File: src/rtl/i2c_burst_master.sv
module i2c_burst_master #(
  parameter int QDIV = 4,
  parameter int NBUF = 16,
  parameter int AW   = 5
) (
  input  logic          clk,
  input  logic          rst_n,
  input  logic          wr_en,
  input  logic [AW-1:0] wr_addr,
  input  logic [7:0]    wr_data,
  input  logic [AW-1:0] rd_addr,
  output logic [7:0]    rd_data,
  output logic          busy,
  input  logic          scl_in,
  input  logic          sda_in,
  output logic          scl_low,
  output logic          sda_low
);
  localparam int CW = $clog2(NBUF);
  localparam int DW = (QDIV > 1) ? $clog2(QDIV) : 1;
  localparam logic [AW-1:0] A_CNT = AW'(0);
  localparam logic [AW-1:0] A_CTL = AW'(1);
  localparam logic [AW-1:0] A_STS = AW'(2);
  localparam logic [AW-1:0] A_SLV = AW'(3);
  localparam logic [AW-1:0] A_BUF = AW'(4);
  localparam logic [AW-1:0] A_END = AW'(4 + NBUF);

  typedef enum logic [2:0] {IDLE, START, ADDR, DATA, STOP} st_t;

  st_t           st;
  logic [1:0]    q;
  logic [3:0]    bitn;
  logic [CW-1:0] cnt_r, byten;
  logic [7:0]    slv_r, shreg;
  logic [7:0]    buf_r [NBUF];
  logic          done_r, err_r, rnw_q, ack_bad, held;
  logic [DW-1:0] div;

  wire tick      = div == DW'(QDIV - 1);
  wire host_ctl  = wr_en && wr_addr == A_CTL && st == IDLE;
  wire go        = host_ctl && wr_data[0] && wr_data[2];
  wire halt      = host_ctl && !wr_data[0];
  wire buf_wr    = wr_en && wr_addr >= A_BUF && wr_addr < A_END;
  wire [AW-1:0] widx = wr_addr - A_BUF;
  wire [AW-1:0] ridx = rd_addr - A_BUF;
  wire rd_phase  = st == DATA && rnw_q;
  wire last_byte = byten == cnt_r;
  wire unused_scl = scl_in;

  assign busy = st == START || st == ADDR || st == DATA;

  always_comb begin
    rd_data = 8'h00;
    if (rd_addr == A_CNT) rd_data = 8'(cnt_r);
    else if (rd_addr == A_STS) rd_data = {4'b0, done_r, err_r, 2'b0};
    else if (rd_addr == A_SLV) rd_data = slv_r;
    else if (rd_addr >= A_BUF && rd_addr < A_END) rd_data = buf_r[ridx[CW-1:0]];
  end

  always_ff @(posedge clk or negedge rst_n) begin
    if (!rst_n) begin
      st <= IDLE; q <= '0; bitn <= '0; cnt_r <= '0; byten <= '0;
      slv_r <= '0; shreg <= '0; done_r <= 1'b0; err_r <= 1'b0;
      rnw_q <= 1'b0; ack_bad <= 1'b0; held <= 1'b0; div <= '0;
      scl_low <= 1'b0; sda_low <= 1'b0;
      for (int i = 0; i < NBUF; i++) buf_r[i] <= '0;
    end else begin
      div <= (go || (halt && held) || tick) ? '0 : div + DW'(1);
      if (wr_en && wr_addr == A_CNT) cnt_r <= wr_data[CW-1:0];
      if (wr_en && wr_addr == A_SLV) slv_r <= wr_data;
      if (buf_wr) buf_r[widx[CW-1:0]] <= wr_data;
      if (wr_en && wr_addr == A_STS && !wr_data[2]) err_r <= 1'b0;
      if (halt) err_r <= 1'b0;
      unique case (st)
        IDLE: begin
          if (go) begin
            st <= START; q <= '0; sda_low <= 1'b0; rnw_q <= slv_r[0];
          end else if (halt && held) begin
            st <= STOP; q <= '0; sda_low <= 1'b1;
          end
        end
        START: if (tick) begin
          q <= q + 2'd1;
          unique case (q)
            2'd0: scl_low <= 1'b0;
            2'd1: sda_low <= 1'b1;
            2'd2: ;
            2'd3: begin st <= ADDR; scl_low <= 1'b1; bitn <= '0; shreg <= slv_r; end
          endcase
        end
        ADDR, DATA: if (tick) begin
          q <= q + 2'd1;
          unique case (q)
            2'd0: sda_low <= (bitn == 4'd8) ? (rd_phase && !last_byte)
                                            : (rd_phase ? 1'b0 : !shreg[7]);
            2'd1: scl_low <= 1'b0;
            2'd2: begin
              if (bitn == 4'd8) ack_bad <= sda_in;
              else begin
                shreg <= {shreg[6:0], sda_in};
                if (rd_phase && bitn == 4'd7) buf_r[byten] <= {shreg[6:0], sda_in};
              end
            end
            2'd3: begin
              scl_low <= 1'b1;
              bitn <= bitn + 4'd1;
              if (bitn == 4'd8) begin
                bitn <= '0;
                if (ack_bad && !rd_phase) begin
                  st <= IDLE; held <= 1'b1; err_r <= 1'b1;
                end else if (st == ADDR) begin
                  st <= DATA; byten <= '0; shreg <= buf_r[0];
                end else if (last_byte) begin
                  st <= IDLE; held <= 1'b1; done_r <= 1'b1; err_r <= 1'b0;
                end else begin
                  byten <= byten + CW'(1); shreg <= buf_r[byten + CW'(1)];
                end
              end
            end
          endcase
        end
        STOP: if (tick) begin
          q <= q + 2'd1;
          unique case (q)
            2'd0: scl_low <= 1'b0;
            2'd1: sda_low <= 1'b0;
            2'd2: ;
            2'd3: begin st <= IDLE; held <= 1'b0; end
          endcase
        end
        default: st <= IDLE;
      endcase
    end
  end

  assert_sda_quiet_R12: assert property (@(posedge clk) disable iff (!rst_n)
    ((st == ADDR || st == DATA) && $past(st) == st && !scl_low && $past(!scl_low))
      |-> $stable(sda_low));

  assert_busy_end_R10: assert property (@(posedge clk) disable iff (!rst_n)
    $fell(busy) |-> (done_r || err_r));

  assert_launch_R3: assert property (@(posedge clk) disable iff (!rst_n)
    go |=> busy);

  assert_errclr_R9: assert property (@(posedge clk) disable iff (!rst_n)
    (wr_en && wr_addr == A_STS && !wr_data[2] && !busy) |=> !err_r);

  assert_stop_R8: assert property (@(posedge clk) disable iff (!rst_n)
    (halt && held) |=> (st == STOP && !err_r));
endmodule

File: config.mk
export PLATFORM = sky130hd
export DESIGN_NAME = i2c_burst_master
export DESIGN_NICKNAME = d
export VERILOG_FILES = /design/src/rtl/i2c_burst_master.sv
export SDC_FILE = /design/constraint.sdc
export NUM_CORES = 1
export LEC_CHECK = 0
export BUFFER_PORTS_ARGS = -buffer_cell sky130_fd_sc_hd__buf_2
export CORE_ASPECT_RATIO = 0.6
export CORE_MARGIN = 2
export CORE_UTILIZATION = 40
export DETAILED_ROUTE_END_ITERATION = 16
export MAX_ROUTING_LAYER = met4
export PLACE_DENSITY = 0.58
export SLEW_MARGIN = 10
export SYNTH_ARGS = -nofsm -noshare
export SYNTH_HDL_FRONTEND = slang
export SYNTH_SLANG_ARGS = --single-unit
File: constraint.sdc
create_clock -name clk -period 5.15 [get_ports clk]
set_input_delay 0.515 -clock clk [delete_from_list [all_inputs] [get_ports clk]]
set_output_delay 0.515 -clock clk [all_outputs]
set_load 0.005 [all_outputs]
== Word-level counts from Yosys, hierarchy flattened ==
Cells that the tools add are included.

* Flip-flop bits (word level): 170
* Bits of input ports: 23

* Add/subtract/negate cells: 6
* $lt $le $gt $ge: 10
* Equality and inequality tests: 40
* Muxes and demuxes: 94
* Bitwise gates (word level): 6
* Reductions and logical operators: 50

{| class="wikitable"
|+ Operators with widths
! kind !! number
|-
| two-way mux 128 bit || 6
|-
| bitwise mux 128 bit || 2
|-
| two-way mux 8 bit || 18
|-
| binary-select mux 8 bit (select 4 bit) || 2
|-
| demux 8 bit (select 4 bit) || 2
|-
| two-way mux 3 bit || 12
|-
| one-hot mux 8 bit (2 select lines) || 2
|-
| two-way mux 1 bit || 31
|-
| two-way mux 4 bit || 7
|-
| == test 5 x 2 -> 1 bit (second input constant) || 4
|-
| greater-or-equal comparator 5 bit (second input constant) || 4
|-
| NOT 4 -> 5 bit || 4
|-
| logical AND 1 bit || 19
|-
| != test 3 bit (second input constant) || 6
|-
| AND reduction 9 bit || 2
|-
| AND reduction 8 bit || 2
|-
| != test 2 bit (second input constant) || 7
|-
| AND reduction 7 bit || 2
|-
| != test 2 x 1 -> 1 bit (second input constant) || 6
|-
| one-hot mux 3 bit (4 select lines) || 1
|-
| greater-or-equal comparator 5 x 3 -> 1 bit (second input constant) || 2
|-
| zero test 5 bit || 2
|-
| < comparator 5 x 1 -> 1 bit (second input constant) || 2
|-
| < comparator 5 bit (second input constant) || 2
|-
| other kinds (36) || 59
|}

== Longest topological paths before layout ==
* Word-level depth: 14
* Mapped depth: 13

== Least setup slack after synthesis ==
No wires, ideal clock.

* Path kind: reg-to-reg
* From: reg byten[0]
* To: reg shreg[7]
* Setup time: 125 ps
* Data arrival time: 3019 ps
* Setup slack: 2007 ps
* Cell stages (with the launch flop): 12
* Cell sequence: dfrtp_1 buf_2 buf_2 clkinv_1 ha_1 buf_2 buf_1 mux4_2 and2_1 a2111oi_0 o31ai_1 mux2_2

* Longest elaborated chain between the ends: 12
* Elaborated cells on any way between the ends: 15

{| class="wikitable"
|+ RTL lines
! item !! RTL line !! source
|-
| from (decl) || 33 || <nowiki>logic [CW-1:0] cnt_r, byten;</nowiki>
|-
| from (signal assigned) || 116 || <nowiki>byten <= byten + CW'(1); shreg <= buf_r[byten + CW'(1)];</nowiki>
|-
| adder 4 x 1 -> 4 bit || 116 ||
|-
| NOT 4 -> 5 bit (not written as such) || 116 ||
|-
| binary-select mux 8 bit (select 4 bit) || 116 ||
|-
| two-way mux 8 bit (not written as such) (2 in a row) || 116 ||
|-
| two-way mux 8 bit || 113 || <nowiki>end else if (last_byte) begin</nowiki>
|-
| two-way mux 8 bit || 111 || <nowiki>end else if (st == ADDR) begin</nowiki>
|-
| two-way mux 8 bit || 109 || <nowiki>if (ack_bad && !rd_phase) begin</nowiki>
|-
| two-way mux 8 bit || 107 || <nowiki>if (bitn == 4'd8) begin</nowiki>
|-
| one-hot mux 8 bit (2 select lines) || 93 || <nowiki>unique case (q)</nowiki>
|-
| two-way mux 8 bit || 91 || <nowiki>ADDR, DATA: if (tick) begin</nowiki>
|-
| one-hot mux 8 bit (2 select lines) || 74 || <nowiki>unique case (st)</nowiki>
|-
| to (signal assigned) || 100 || <nowiki>shreg <= {shreg[6:0], sda_in};</nowiki>
|-
| to (signal assigned) || 116 ||
|-
| to (decl) || 34 || <nowiki>logic [7:0] slv_r, shreg;</nowiki>
|}

Parallel ways exist; a longest one is shown, timed or not. The select of a mux whose other input is x is not followed.
A chain may end at the register's enable or synchronous reset.

== Worst setup path after layout ==
* From: in rd_addr[0]
* To: out rd_data[7]

* Longest elaborated chain between the ends: 9
* Elaborated cells on any way between the ends: 15

{| class="wikitable"
|+ RTL lines
! item !! RTL line !! source
|-
| from (decl) || 11 || <nowiki>input logic [AW-1:0] rd_addr,</nowiki>
|-
| subtractor 4 x 3 -> 4 bit || 45 || <nowiki>wire [AW-1:0] ridx = rd_addr - A_BUF;</nowiki>
|-
| NOT 4 -> 5 bit (not written as such) || 57 || <nowiki>else if (rd_addr >= A_BUF && rd_addr < A_END) rd_data = buf_r[ridx[CW-1:0]];</nowiki>
|-
| binary-select mux 8 bit (select 4 bit) || 57 ||
|-
| two-way mux 8 bit (not written as such) (2 in a row) || 57 ||
|-
| two-way mux 8 bit || 57 ||
|-
| two-way mux 8 bit || 56 || <nowiki>else if (rd_addr == A_SLV) rd_data = slv_r;</nowiki>
|-
| two-way mux 8 bit || 55 || <nowiki>else if (rd_addr == A_STS) rd_data = {4'b0, done_r, err_r, 2'b0};</nowiki>
|-
| two-way mux 8 bit * || 54 || <nowiki>if (rd_addr == A_CNT) rd_data = 8'(cnt_r);</nowiki>
|-
| to (decl) || 12 || <nowiki>output logic [7:0] rd_data,</nowiki>
|}

Every way passes the cells marked *; elsewhere a longest branch is shown, timed or not. The select of a mux whose other input is x is not followed.

==> metrics.md <==
| Metric | Value |
|---|---|
| Overall routed net length | `37.3 mm` |
| First-pass GRT wire length | `55.6 mm` |
| Clock latency on the worst-skew pair | `0.46 ns` |
| PortBufs | `32` |
| Biggest area consumer among synthesized cells | `dfrtp_1` |
| Max VDD drop | `0.184 mV` |
| Initial antenna violation count | `6` |
| Area growth syn-to-layout | `8.90%` |
| Number of synthesized flops with an enable pin | `0` |
| Netlist cell types | `56` |
| CTS Root Cell | `clkbuf_16` |
| Largest net degree at the start of global routing | `90` |
| TritonCTS clock tree | `done` |
| Share of async-settable or async-resettable flops after synthesis | `100%` |
| Min Tclk post-route | `3.54 ns` |
| Worst-path clk slew | `0.06 ns` |
| Leak Pwr | `0.00491 uW` |
| Grt total ovfl | `0` |
| Leading post-synthesis cells by cell area | `dfrtp_1 (39%), mux4_2 (14%), mux2i_1 (13%)` |
| Vias/cell | `6.20` |
| Synth warnings | `0` |
| Share of layout cells above drive strength 1 | `16.1%` |
| Num CTS Buffers | `17` |
| Num rows | `46` |
| Syn_area_per_cell | `10.2 sq um` |
| Die height | `132 microns` |
| Fin. Hold Viols | `0` |
| Setup TNS | `0 ns` |
| Routed Antenna Nets | `0` |
| Hold buffers post-CTS | `0` |
| Syn_nets | `1,109` |
| PostCTS Resize Cnt | `0` |
| DR pass1 iterations | `7` |
| Post-synthesis sequential area ratio | `39.0%` |
| Crit path from | `rd_addr[0]` |
| Share of the synthesized area in the top cell type | `39.0%` |
| Commonest non-fill, non-tap cell in the layout | `dfrtp_1` |
| DRC viols | `0` |
| Worst slew pin tran | `1.26 ns` |
| FF-to-FF Start | `byten[0]` |
| Slew Viols, Final | `0` |
| Status | `completed` |
| R2R cell count | `8` |
| Post-DP HPWL | `25.2 mm` |
| Die X | `217 microns` |
| Worst r2r dst | `shreg[6]` |
| Fin worst setup slack | `1.61 ns` |
| Clk sinks | `170` |
| Worst slack at placement | `1.62 ns` |
| RSZ-0062 raised after global routing | `false` |
| Worst EP arrival | `3.03 ns` |
| Top_reg_cell synth | `dfrtp_1` |
| Core Area | `26,600 sq um` |
| Die footprint | `28,600 sq um` |
| WP buf/inv | `3` |
| Initial Util | `41.0%` |
| Postcts setup bufs | `0` |
| Post-DR wirelength/cell | `26.3 microns` |
| Critical path's largest stage delay | `0.64 ns` |
| Delay-heaviest family, CP | `multiplexers` |
| Post-Syn Instances | `1,073` |
| Clock Path Buffers | `2` |
| Vias in the first global route | `8,086` |
| Vias | `8,793` |
| Total power per unit cell area | `326 nW/um^2` |
| CTS H-tree lvls | `4` |
| Min-Delay Path Class | `primary input to asynchronous set/reset pin` |
| Reg2Reg Setup Slack | `1.71 ns` |
| Total track usage | `27.7%` |
| Clk_skew | `0.0101 ns` |
| Commonest cells after routing, fill and taps aside | `dfrtp_1 (169), mux2i_1 (140), nand2_1 (115)` |
| Routability cong. | `0.903` |
| Fmax | `282 MHz` |
| Ports | `34` |
| Period utilisation layout | `68.7%` |
| First DRT Iteration DRCs | `1,111` |
| Setup CP Type | `primary input to output pin` |
| Slowest-stage cell, CP | `mux4_2` |
| # setup viols final | `0` |
| Startpoint types | `primary input` |
| Max Cap Violations | `0` |
| CP Cell Sequence | `buf_2 > buf_4 > mux4_2 > mux4_2 > a32o_1 > buf_2` |
| Slew HR | `15.6%` |
| Critical path fanouts, max | `29` |
| Crit. End Element | `output pin` |
| CP required | `4.64 ns` |
| Nets | `1,076` |
| Register bit total from synthesis | `170` |
| Post-Synthesis Cell Area | `10,900 sq um` |
final cells by class:
| type | instances | area (sq um) |
|---|---|---|
| multi-input combinational | 784 | 6180 |
| inverter | 22 | 82.6 |
| clock buffer | 24 | 502 |
| fill | 2580 | 14700 |
| clock inverter | 7 | 113 |
| antenna | 7 | 17.5 |
| timing repair buffer | 45 | 277 |
| sequential | 170 | 4260 |
| tap | 360 | 450 |
report_power, final:
part | total [uW] | switching [uW] | internal, uW
sequential | 1760 | 206 | 1550
clock | 1380 | 558 | 822
combinational | 736 | 360 | 376
total | 3880 | 1120 | 2750
worst max-delay path by stage:
stage,to,cells after the start
5_1_grt,rd_data[7],6
6_report,rd_data[7],6
2_1_floorplan,shreg[7],11
4_1_cts,rd_data[7],6
3_5_place_dp,rd_data[7],6
3_3_place_gp,rd_data[7],6
sequential cells by signal, indices dropped and copies added, names as in the netlist, 2 cells and up:
register / count
bitn: 4
buf_r: 128
byten: 4
cnt_r: 4
div: 2
q: 2
shreg: 8
slv_r: 8
st: 3
cell families after synthesis:
family / synth area share, %
flops: 39.0
simple gates: 12.9
fa+ha+maj: 1.49
xor+xnor: 0.723
compound gates: 13.0
buf+inv: 4.35
mux: 28.5
metrics by stage:
step           cells  util [%]  hold slack [ns]  instance area (sq um)  power (uW)
6_report        1419      44.7           0.0898                  11900        3880
5_1_grt         1419      44.7            0.156                  11900        4030
4_1_cts         1412      44.6            0.131                  11900        3860
3_5_place_dp    1381      42.3            0.429                  11200        2490
3_3_place_gp    1381      42.3            0.441                  11200        2470
2_1_floorplan   1073         -            0.219                  10900        2200
per-layer routing:
layer  vias up  global-route usage (%)  part of all wire [%]
li1       3879                       -                     -
met1      4465                    41.0                    47
met2       403                    32.8                    38
met3        46                    12.8                    13
met4         0                    7.08                   1.5
met5         -                       -                     0
cells in the mapped netlist, drive strengths merged, types with 9 or more instances:
master / instances
a2111oi: 15
and3: 18
mux2i: 140
nor2b: 18
mux2: 20
o21ai: 86
a21oi: 74
nand2: 115
inv: 21
buf: 41
ha: 13
a31oi: 9
clkbuf: 56
dfrtp: 170
nand4: 10
nand3: 16
mux4: 66
nor2: 88
Power figures use the tool's default switching activity.
